$ cat src/rtl/flit_replay_buf.sv
module flit_replay_buf #(
  parameter int W     = 32,
  parameter int DEPTH = 16,
  parameter int SEQ_W = 10
) (
  input  logic             clk,
  input  logic             rst_n,
  input  logic             in_valid,
  output logic             in_ready,
  input  logic [W-1:0]     in_data,
  output logic             out_valid,
  input  logic             out_ready,
  output logic [W-1:0]     out_data,
  output logic [SEQ_W-1:0] out_seq,
  output logic             out_replay,
  input  logic             ack_valid,
  input  logic             ack_nack,
  input  logic             ack_sel,
  input  logic [SEQ_W-1:0] ack_seq,
  output logic             seq_err
);
  localparam int AW = $clog2(DEPTH);
  localparam logic [SEQ_W-1:0] DEPTH_S = SEQ_W'(DEPTH);

  initial assert (DEPTH >= 2 && (1 << AW) == DEPTH && DEPTH <= (1 << (SEQ_W - 1)))
    else $error("DEPTH must be a power of two between 2 and half the sequence space");

  logic [W-1:0]     mem [DEPTH];
  logic [SEQ_W-1:0] head, tail, rp, sel_seq;
  logic             rp_act, sel_pend;
  logic [SEQ_W-1:0] head_n, tail_n, rp_n, sel_seq_n;
  logic             rp_act_n, sel_pend_n;

  wire [SEQ_W-1:0] cnt      = tail - head;
  wire             full     = (cnt == DEPTH_S);
  wire [SEQ_W-1:0] a_off    = ack_seq - head;
  wire             in_win   = a_off < cnt;
  wire [SEQ_W-1:0] new_head = ack_seq + 1'b1;
  wire             do_ack   = ack_valid && !ack_nack && in_win;
  wire             do_std   = ack_valid && ack_nack && !ack_sel && in_win;
  wire             do_sel   = ack_valid && ack_nack && ack_sel && in_win;
  wire [SEQ_W-1:0] rd_seq   = rp_act ? rp : sel_seq;

  assign out_replay = rp_act || sel_pend;
  assign out_valid  = out_replay || (in_valid && !full);
  assign out_seq    = out_replay ? rd_seq : tail;
  assign out_data   = out_replay ? mem[rd_seq[AW-1:0]] : in_data;
  assign in_ready   = out_ready && !full && !out_replay;

  wire in_fire  = in_valid && in_ready;
  wire rp_fire  = rp_act && out_ready;
  wire sel_fire = !rp_act && sel_pend && out_ready;

  always_ff @(posedge clk)
    if (in_fire) mem[tail[AW-1:0]] <= in_data;

  always_comb begin
    head_n     = head;
    tail_n     = tail + SEQ_W'(in_fire);
    rp_n       = rp + SEQ_W'(rp_fire);
    sel_seq_n  = sel_seq;
    sel_pend_n = sel_pend && !sel_fire;
    if (do_ack) begin
      head_n = new_head;
      if (rp_act && (rp_n - head) < (new_head - head)) rp_n = new_head;
      if (sel_pend_n && (sel_seq - head) < (new_head - head)) sel_pend_n = 1'b0;
    end
    rp_act_n = rp_act && (rp_n != tail);
    if (do_std) begin
      rp_n       = head;
      rp_act_n   = 1'b1;
      sel_pend_n = 1'b0;
    end
    if (do_sel) begin
      sel_seq_n  = ack_seq;
      sel_pend_n = 1'b1;
    end
  end

  always_ff @(posedge clk or negedge rst_n)
    if (!rst_n) begin
      head <= '0; tail <= '0; rp <= '0; sel_seq <= '0;
      rp_act <= 1'b0; sel_pend <= 1'b0; seq_err <= 1'b0;
    end else begin
      head <= head_n; tail <= tail_n; rp <= rp_n; sel_seq <= sel_seq_n;
      rp_act <= rp_act_n; sel_pend <= sel_pend_n;
      seq_err <= ack_valid && !in_win;
    end

  a_r1_seq_step: assert property (@(posedge clk) disable iff (!rst_n)
    (in_valid && in_ready) |=> tail == $past(tail) + 1'b1);
  a_r2_bounded: assert property (@(posedge clk) disable iff (!rst_n)
    (tail - head) <= DEPTH_S);
  a_r3_release: assert property (@(posedge clk) disable iff (!rst_n)
    (ack_valid && !ack_nack && in_win) |=> head == $past(ack_seq) + 1'b1);
  a_r5_hold_input: assert property (@(posedge clk) disable iff (!rst_n)
    out_replay |-> !in_ready);
  a_r6_nack_keeps_head: assert property (@(posedge clk) disable iff (!rst_n)
    (ack_valid && ack_nack) |=> head == $past(head));
  a_r7_err_pulse: assert property (@(posedge clk) disable iff (!rst_n)
    (ack_valid && !in_win) |=> seq_err && head == $past(head));
endmodule

$ cat config.mk
export PLATFORM = sky130hd
export DESIGN_NAME = flit_replay_buf
export DESIGN_NICKNAME = d
export VERILOG_FILES = /design/src/rtl/flit_replay_buf.sv
export SDC_FILE = /design/constraint.sdc
export NUM_CORES = 1
export LEC_CHECK = 0
export BUFFER_PORTS_ARGS = -buffer_cell sky130_fd_sc_hd__buf_2
export CAP_MARGIN = 30
export CORE_MARGIN = 3
export CORE_UTILIZATION = 40
export DETAILED_ROUTE_END_ITERATION = 8
export GPL_ROUTABILITY_DRIVEN = 0
export GPL_TIMING_DRIVEN = 0
export MAX_ROUTING_LAYER = met4
export PLACE_DENSITY_LB_ADDON = 0.3
export SYNTH_ARGS = -nofsm -noshare
export SYNTH_HDL_FRONTEND = slang
export SYNTH_SLANG_ARGS = --single-unit
$ cat constraint.sdc
create_clock -name clk -period 10.2 [get_ports clk]
set_input_delay 0.51 -clock clk [delete_from_list [all_inputs] [get_ports clk]]
set_output_delay 0.51 -clock clk [all_outputs]
set_load 0.01 [all_outputs]
==> metrics, run 1 <==
EDFF count, synth 512; hold-fix buffers at CTS 1; Setup TNS 0 ns; Synth Register Bits 555; GRT Residual Overflow 0; status completed; CTS Buf Count 54; Syn Inst Count 1564; fmax 169.8 MHz; Setup violations, final 0; IO buf count 94; Clock Path Buffers 3; overall routing resource usage 20.01%; Power Dens Cells 310.5 nW/µm²; DRC errors left 0; Relative slew margins 29.84%; Rows 90; fraction of layout cells with a size suffix above 1 24.35%; vias in the first global route 14590; Post-DRT Antenna Nets 0; critical path startpoint rp_act; WP data required 10.66 ns; non-filler cells, final 2633; end of the worst register-to-register path rp_act; Cell Area, Placed 26890 µm²; Hold Path Cell Cnt 2; Clk Tree Root Cell clkbuf_16; FF/Latch Area 16450 µm²; Initial Util 40.61%; antenna violations before repair 3; Post-Syn Nets 1695; Setup Fix Bufs, Post-CTS 0; Clk Latency, worst-skew pair 0.62 ns; top-area cell type share of the netlist area 62.38%; sequential cell area fraction in the yosys report 66.74%; Distinct cells, synth 56; slowest CP cell o21ai_0; Vias/cell 5.479; Ys Warns 0; P&R area growth vs syn 16.74%; H-Tree Depth 2; largest net degree at the start of global routing 37; Placed Instances 2527; Synth area leader edfxtp_1; kind of end point of the critical path flop; WL final 62150 µm; final period utilization 57.75%; Fill cells 5169; Core Area 60700 µm²; Max rail drop VDD 0.1911 mV; final net count 1934; Synth Cell Area 24650 µm²; Avg Cell Area, Syn 15.76 µm²; drt pass-1 iters 5; worst slew pin tran 1.044 ns; clk sink count 555; worst path bufs/invs 3; cells on worst reg2reg path 24; CTS resizes 0; pins over their slew limit 0; FF-to-FF Start rp_act; multi-input logic area 7841 µm²; Worst Setup EP rp_act; height of the die 254.2 µm; Worst Path Arrival 6.35 ns; I/O Pins 95; RSZ-0062 raised after global routing false; ys async rst share 7.748%; max cap viols 0; DR WL/cell 23.60 µm; Hold Crit Class in2reg; delay-heaviest family, CP compound AO/OA/AOI/OAI gates; Vias 14430; Final Instance Area 28780 µm²; WP depth 24; FF-to-FF setup slack 4.31 ns; Synth Flop Type edfxtp_1; Final Hold Violating Endpoints 0; Leak 10.29 nW; critical path fanouts, max 10; first-pass GRT wire length 93150 µm; crit-path cells clkbuf_1 > buf_2 > and2_1 > ha_1 > ha_1 > ha_1 > nor2b_1 > o21ai_0 > a21boi_0 > o21ai_0 > nand2b_1 > a21o_1 > a21oi_1 > o21ai_0 > xnor2_1 > ha_1 > nand3_1 > o21ai_0 > or2_1 > buf_6 > mux2_2 > xor2_1 > nor3_1 > a31oi_1; critical path class reg2reg; Die Wd 254.2 µm; CP peak stage delay 0.44 ns; Area contributors post-synth edfxtp_1 (62%), mux4_2 (12%), dfrtp_1 (4.4%); Iter 0 DRT Violations 1379; CTS tree built; CP Launch Type flop; Tmin final 5.890 ns; Clock transition at path regs 0.06 ns; die area 64640 µm²; Post-DP HPWL 44050 µm; skew final 0.03566 ns
placed cells by master (no fill, tap or decap), drive strengths merged, types with 40 or more instances in the layout:
master	Yosys	final
ha	77	77
clkbuf	44	103
nand2	242	242
nand3	50	50
buf	27	209
inv	38	40
mux4	128	128
xnor2	42	42
edfxtp	512	512
o21ai	113	113
dfrtp	43	43
power by group:
group	switching, mW	leakage (nW)	total [mW]	internal [mW]
Clock	0.872	0.883	2.08	1.21
Sequential	0.0798	5.12	2.65	2.57
Combinational	2.47	4.29	4.21	1.74
worst min-delay path by stage:
stage | slack [ns] | startpoint | to
2_1_floorplan | 0.21 | rst_n | head[0]
5_1_grt | 0.20 | ack_seq[9] | sel_seq[9]
3_3_place_gp | 0.46 | head[2] | rp[2]
6_report | 0.21 | ack_seq[9] | sel_seq[9]
4_1_cts | 0.17 | ack_valid | seq_err
3_5_place_dp | 0.37 | rst_n | sel_seq[7]
registers in the layout, summed over array words and instances (netlist names):
name and count:
sel_seq 10, tail 10, mem 512, seq_err 1, sel_pend 1, rp 10, head 10, rp_act 1
cell families after synthesis:
group	count (synthesis)	synth area share [%]
AO/OA/AOI/OAI	193	4.523
adder cells (fa/ha/maj)	82	4.315
buffers and inverters	110	1.853
AND/OR/NAND/NOR	399	7.178
multiplexers	160	13.08
XOR/XNOR	65	2.310
flip-flops	555	66.74
final cells by class:
type / instances / share of cell area, %
sequential: 555 / 57.17
clock buffer: 59 / 4.761
clock inverter: 42 / 1.678
antenna: 3 / 0.02609
multi-input combinational: 899 / 27.25
timing repair buffer: 183 / 4.126
buffer: 71 / 1.078
inverter: 39 / 0.5087
tap: 782 / 3.400
per-stage QoR:
stage	total power [mW]	utilization, %	setup WS [ns]	hold slack, ns
finish	8.935	47.41	4.310	0.2070
global route	9.487	47.41	3.957	0.2018
CTS	9.009	47.38	4.358	0.1743
detailed placement	6.919	44.31	4.392	0.3742
global placement	6.837	43.00	-0.5551	0.4634
floorplan	5.539	-	3.952	0.2144
metal layers:
| metal | share of wire (%) | wire (µm) | track usage (%) |
|---|---|---|---|
| met5 | 0 | 0 | - |
| met4 | 2.2 | 1343 | 5.128 |
| met3 | 6.6 | 4089 | 3.294 |
| met2 | 48 | 30140 | 31.97 |
| met1 | 43 | 26580 | 26.93 |
cell usage after synthesis (all sizes together) (20+ instances only):
cell type	number
a21oi	36
buf	27
clkbuf	44
dfrtp	43
edfxtp	512
ha	77
inv	38
mux4	128
nand2	242
nand3	50
nor2	36
nor4	20
o21ai	113
xnor2	42
xor2	23
Note: power is estimated with default switching activity, not from simulation.
==> inputs of run 2 (changes only) <==
Settings changed: ABC_AREA set to 1.
Clock period 10.2 ns to 5.5 ns, I/O delays scaled along.
==> run 2 against run 1 <==
  * Worst setup slack got worse by 3.8 ns
  * Area after synthesis rose by 2.3%
  * Critical path depth rose by 12
  * Sequential power rose by 86%
  * Via count rose by 33%
  * Core utilization fell by 0.30 points
  * Global-route usage rose by 4.7 points
  * Total power rose by 120%
  * Largest cell class unchanged
==> metrics, run 2 <==
Synth Cell Area 25220 µm² (+2.3%); Initial Util 40.64% (about the same); Setup violations, final 0 (unchanged); multi-input logic area 7936 µm² (+1.2%); Post-DRT Antenna Nets 0 (unchanged); Post-Syn Nets 2336 (+38%); Max rail drop VDD 0.4425 mV (+130%); Die Wd 257.1 µm (+1.1%); Iter 0 DRT Violations 2637 (+91%); Tmin final 5.015 ns (-0.8754 ns); cells on worst reg2reg path 36 (+50%); IO buf count 94 (unchanged); CTS Buf Count 56 (+3.7%); Worst Path Arrival 5.49 ns (-0.86 ns); vias in the first global route 18750 (+29%); FF/Latch Area 16450 µm² (about the same); first-pass GRT wire length 118400 µm (+27%); top layer reached by signal wires met4; largest net degree at the start of global routing 24 (-35%); Setup TNS 0 ns (unchanged); antenna violations before repair 7 (+4); total power 19.23 mW (+120%); Avg Cell Area, Syn 11.44 µm² (-27%); fmax 199.4 MHz (+17%); end of the worst register-to-register path rp_act; kind of end point of the critical path flop; most frequent cells after synthesis edfxtp_1 (512), nor2_1 (348), o21ai_0 (290), nand2_1 (233), inv_1 (128); critical path startpoint rp_act; DR WL met2 35690 µm (+18%); overall routing resource usage 24.70% (+4.7 points); Fill cells 5513 (+6.7%); DRC errors left 0 (unchanged); Distinct cells, synth 39 (-30%); Power Dens Cells 657.9 nW/µm² (+110%); Clock Path Buffers 3 (unchanged); Hold Path Cell Cnt 1 (-1); Rows 91 (+1.1%); clk sink count 555 (unchanged); CTS tree built; Clock transition at path regs 0.06 ns (about the same); ys async rst share 7.748% (unchanged); final net count 2522 (+30%); GRT Residual Overflow 0 (unchanged); pins over their slew limit 0 (unchanged); WP data required 5.98 ns (-4.68 ns); skew final 0.03306 ns (-0.002599 ns); CP Launch Type flop; Final Hold Violating Endpoints 0 (unchanged); Vias/cell 5.843 (+6.6%); EDFF count, synth 512 (unchanged); sequential cell area fraction in the yosys report 65.23% (-1.5 points); final period utilization 91.18% (+33 points); Post-DP HPWL 54380 µm (+23%); Relative slew margins 27.63% (-2.2 points); fraction of layout cells with a size suffix above 1 10.79% (-14 points); FF-to-FF Start rp_act; I/O Pins 95 (unchanged); Core Area 62050 µm² (+2.2%); worst slew pin tran 1.086 ns (+0.04186 ns); slowest CP cell dfrtp_2; WL final 81070 µm (+30%); Ys Warns 0 (unchanged); critical path fanouts, max 10 (unchanged); critical path class reg2reg; Synth Flop Type edfxtp_1; most frequent cell after synthesis edfxtp_1; Area contributors post-synth edfxtp_1 (61%), o21ai_0 (5.8%), nor2_1 (5.2%); FF-to-FF setup slack 0.49 ns (-3.82 ns); Synth Register Bits 555 (unchanged); Worst Setup EP rp_act; CP peak stage delay 0.40 ns (-0.04 ns); top-area cell type share of the netlist area 60.96% (-1.4 points); P&R area growth vs syn 15.91%; Clk Latency, worst-skew pair 0.64 ns (+0.02 ns); final hold slack 0.03136 ns (-0.1757 ns); CP dominant cell by count nand2_1; drt pass-1 iters 6 (+1); Leak 10.46 nW (+1.7%); most common cell after layout, fill and taps aside edfxtp_1; flip-flop count of the largest register after layout 512 (unchanged); H-Tree Depth 2 (unchanged); Hold Crit Class in2reg; DR WL/cell 24.71 µm (+4.7%); Clk Tree Root Cell clkbuf_16; Synth area leader edfxtp_1; max cap viols 0 (unchanged); Placed Instances 3154 (+25%); met1 WL 33130 µm (+25%); height of the die 257.1 µm (+1.1%); non-filler cells, final 3281 (+25%); die area 66100 µm² (+2.3%); status completed; Syn Inst Count 2205 (+41%); Vias 19170 (+33%); met3 wire len 9485 µm (+130%); most frequent cells in the layout edfxtp_1 (512), nor2_1 (329), o21ai_0 (289)
-- run 2: area by class of cell --
cell class / instances / area share [%]
Antenna cell: 6 / 0.05136
Buffer: 123 / 1.755
Clock buffer: 74 / 5.025
Clock inverter: 31 / 0.9973
Inverter: 132 / 1.695
Multi-Input combinational cell: 1395 / 27.15
Sequential cell: 555 / 56.28
Tap cell: 837 / 3.582
Timing Repair Buffer: 128 / 3.467
-- run 2: layer usage --
layer	GRT usage (%)	up-vias
li1	-	8435
met1	33.84	9403
met2	36.07	1147
met3	5.560	185
met4	9.197	0
met5	-	-
-- run 2: cell families after synthesis --
family / share of synthesized area [%]
AND/OR/NAND/NOR: 10.79
multiplexers: 0.1339
AO/OA/AOI/OAI: 13.68
buffers and inverters: 3.974
XOR/XNOR: 1.979
adder cells (fa/ha/maj): 4.217
flip-flops: 65.23
-- run 2: stage by stage --
stage	cell area (µm²)	util, %	setup slack (ns)
2_1_floorplan	25220	-	1.094
3_3_place_gp	26740	43.09	-0.7074
3_5_place_dp	27240	43.90	0.01661
4_1_cts	29130	46.94	0.05105
5_1_grt	29230	47.11	-0.002909
6_report	29230	47.11	0.4853
-- run 2: worst max-delay path, delay by kind of cell (launching register included) --
| kind | cells | cell delay, ns |
|---|---|---|
| buffers and inverters | 4 | 0.53 |
| AO/OA/AOI/OAI | 7 | 0.86 |
| adder cells (fa/ha/maj) | 4 | 0.87 |
| flip-flops | 1 | 0.40 |
| AND/OR/NAND/NOR | 19 | 1.78 |
| XOR/XNOR | 2 | 0.43 |
-- run 2: repair_timing --
item	in CTS	in global routing
hold buffers	12	0
pin swaps	0	4
endpoints found under the hold margin	43	0
endpoints found under the setup margin	1	9
resized for setup	1	13
buffers inserted	0	3
-- run 2: power breakdown --
group          leakage [nW]  switching [mW]  internal (mW)
Clock                 0.856            1.66           2.04
Combinational          4.50            7.30           3.32
Sequential             5.11           0.154           4.76
-- run 2: worst min path at each step --
stage                  end   startpoint  slack [ns]
2_1_floorplan      head[0]        rst_n       -0.02
6_report        mem[1][22]  in_data[22]        0.03
4_1_cts        mem[14][31]  in_data[31]     0.00009
5_1_grt         mem[1][22]  in_data[22]        0.02
3_5_place_dp       seq_err        rst_n        0.31
3_3_place_gp       head[8]      head[8]        0.51
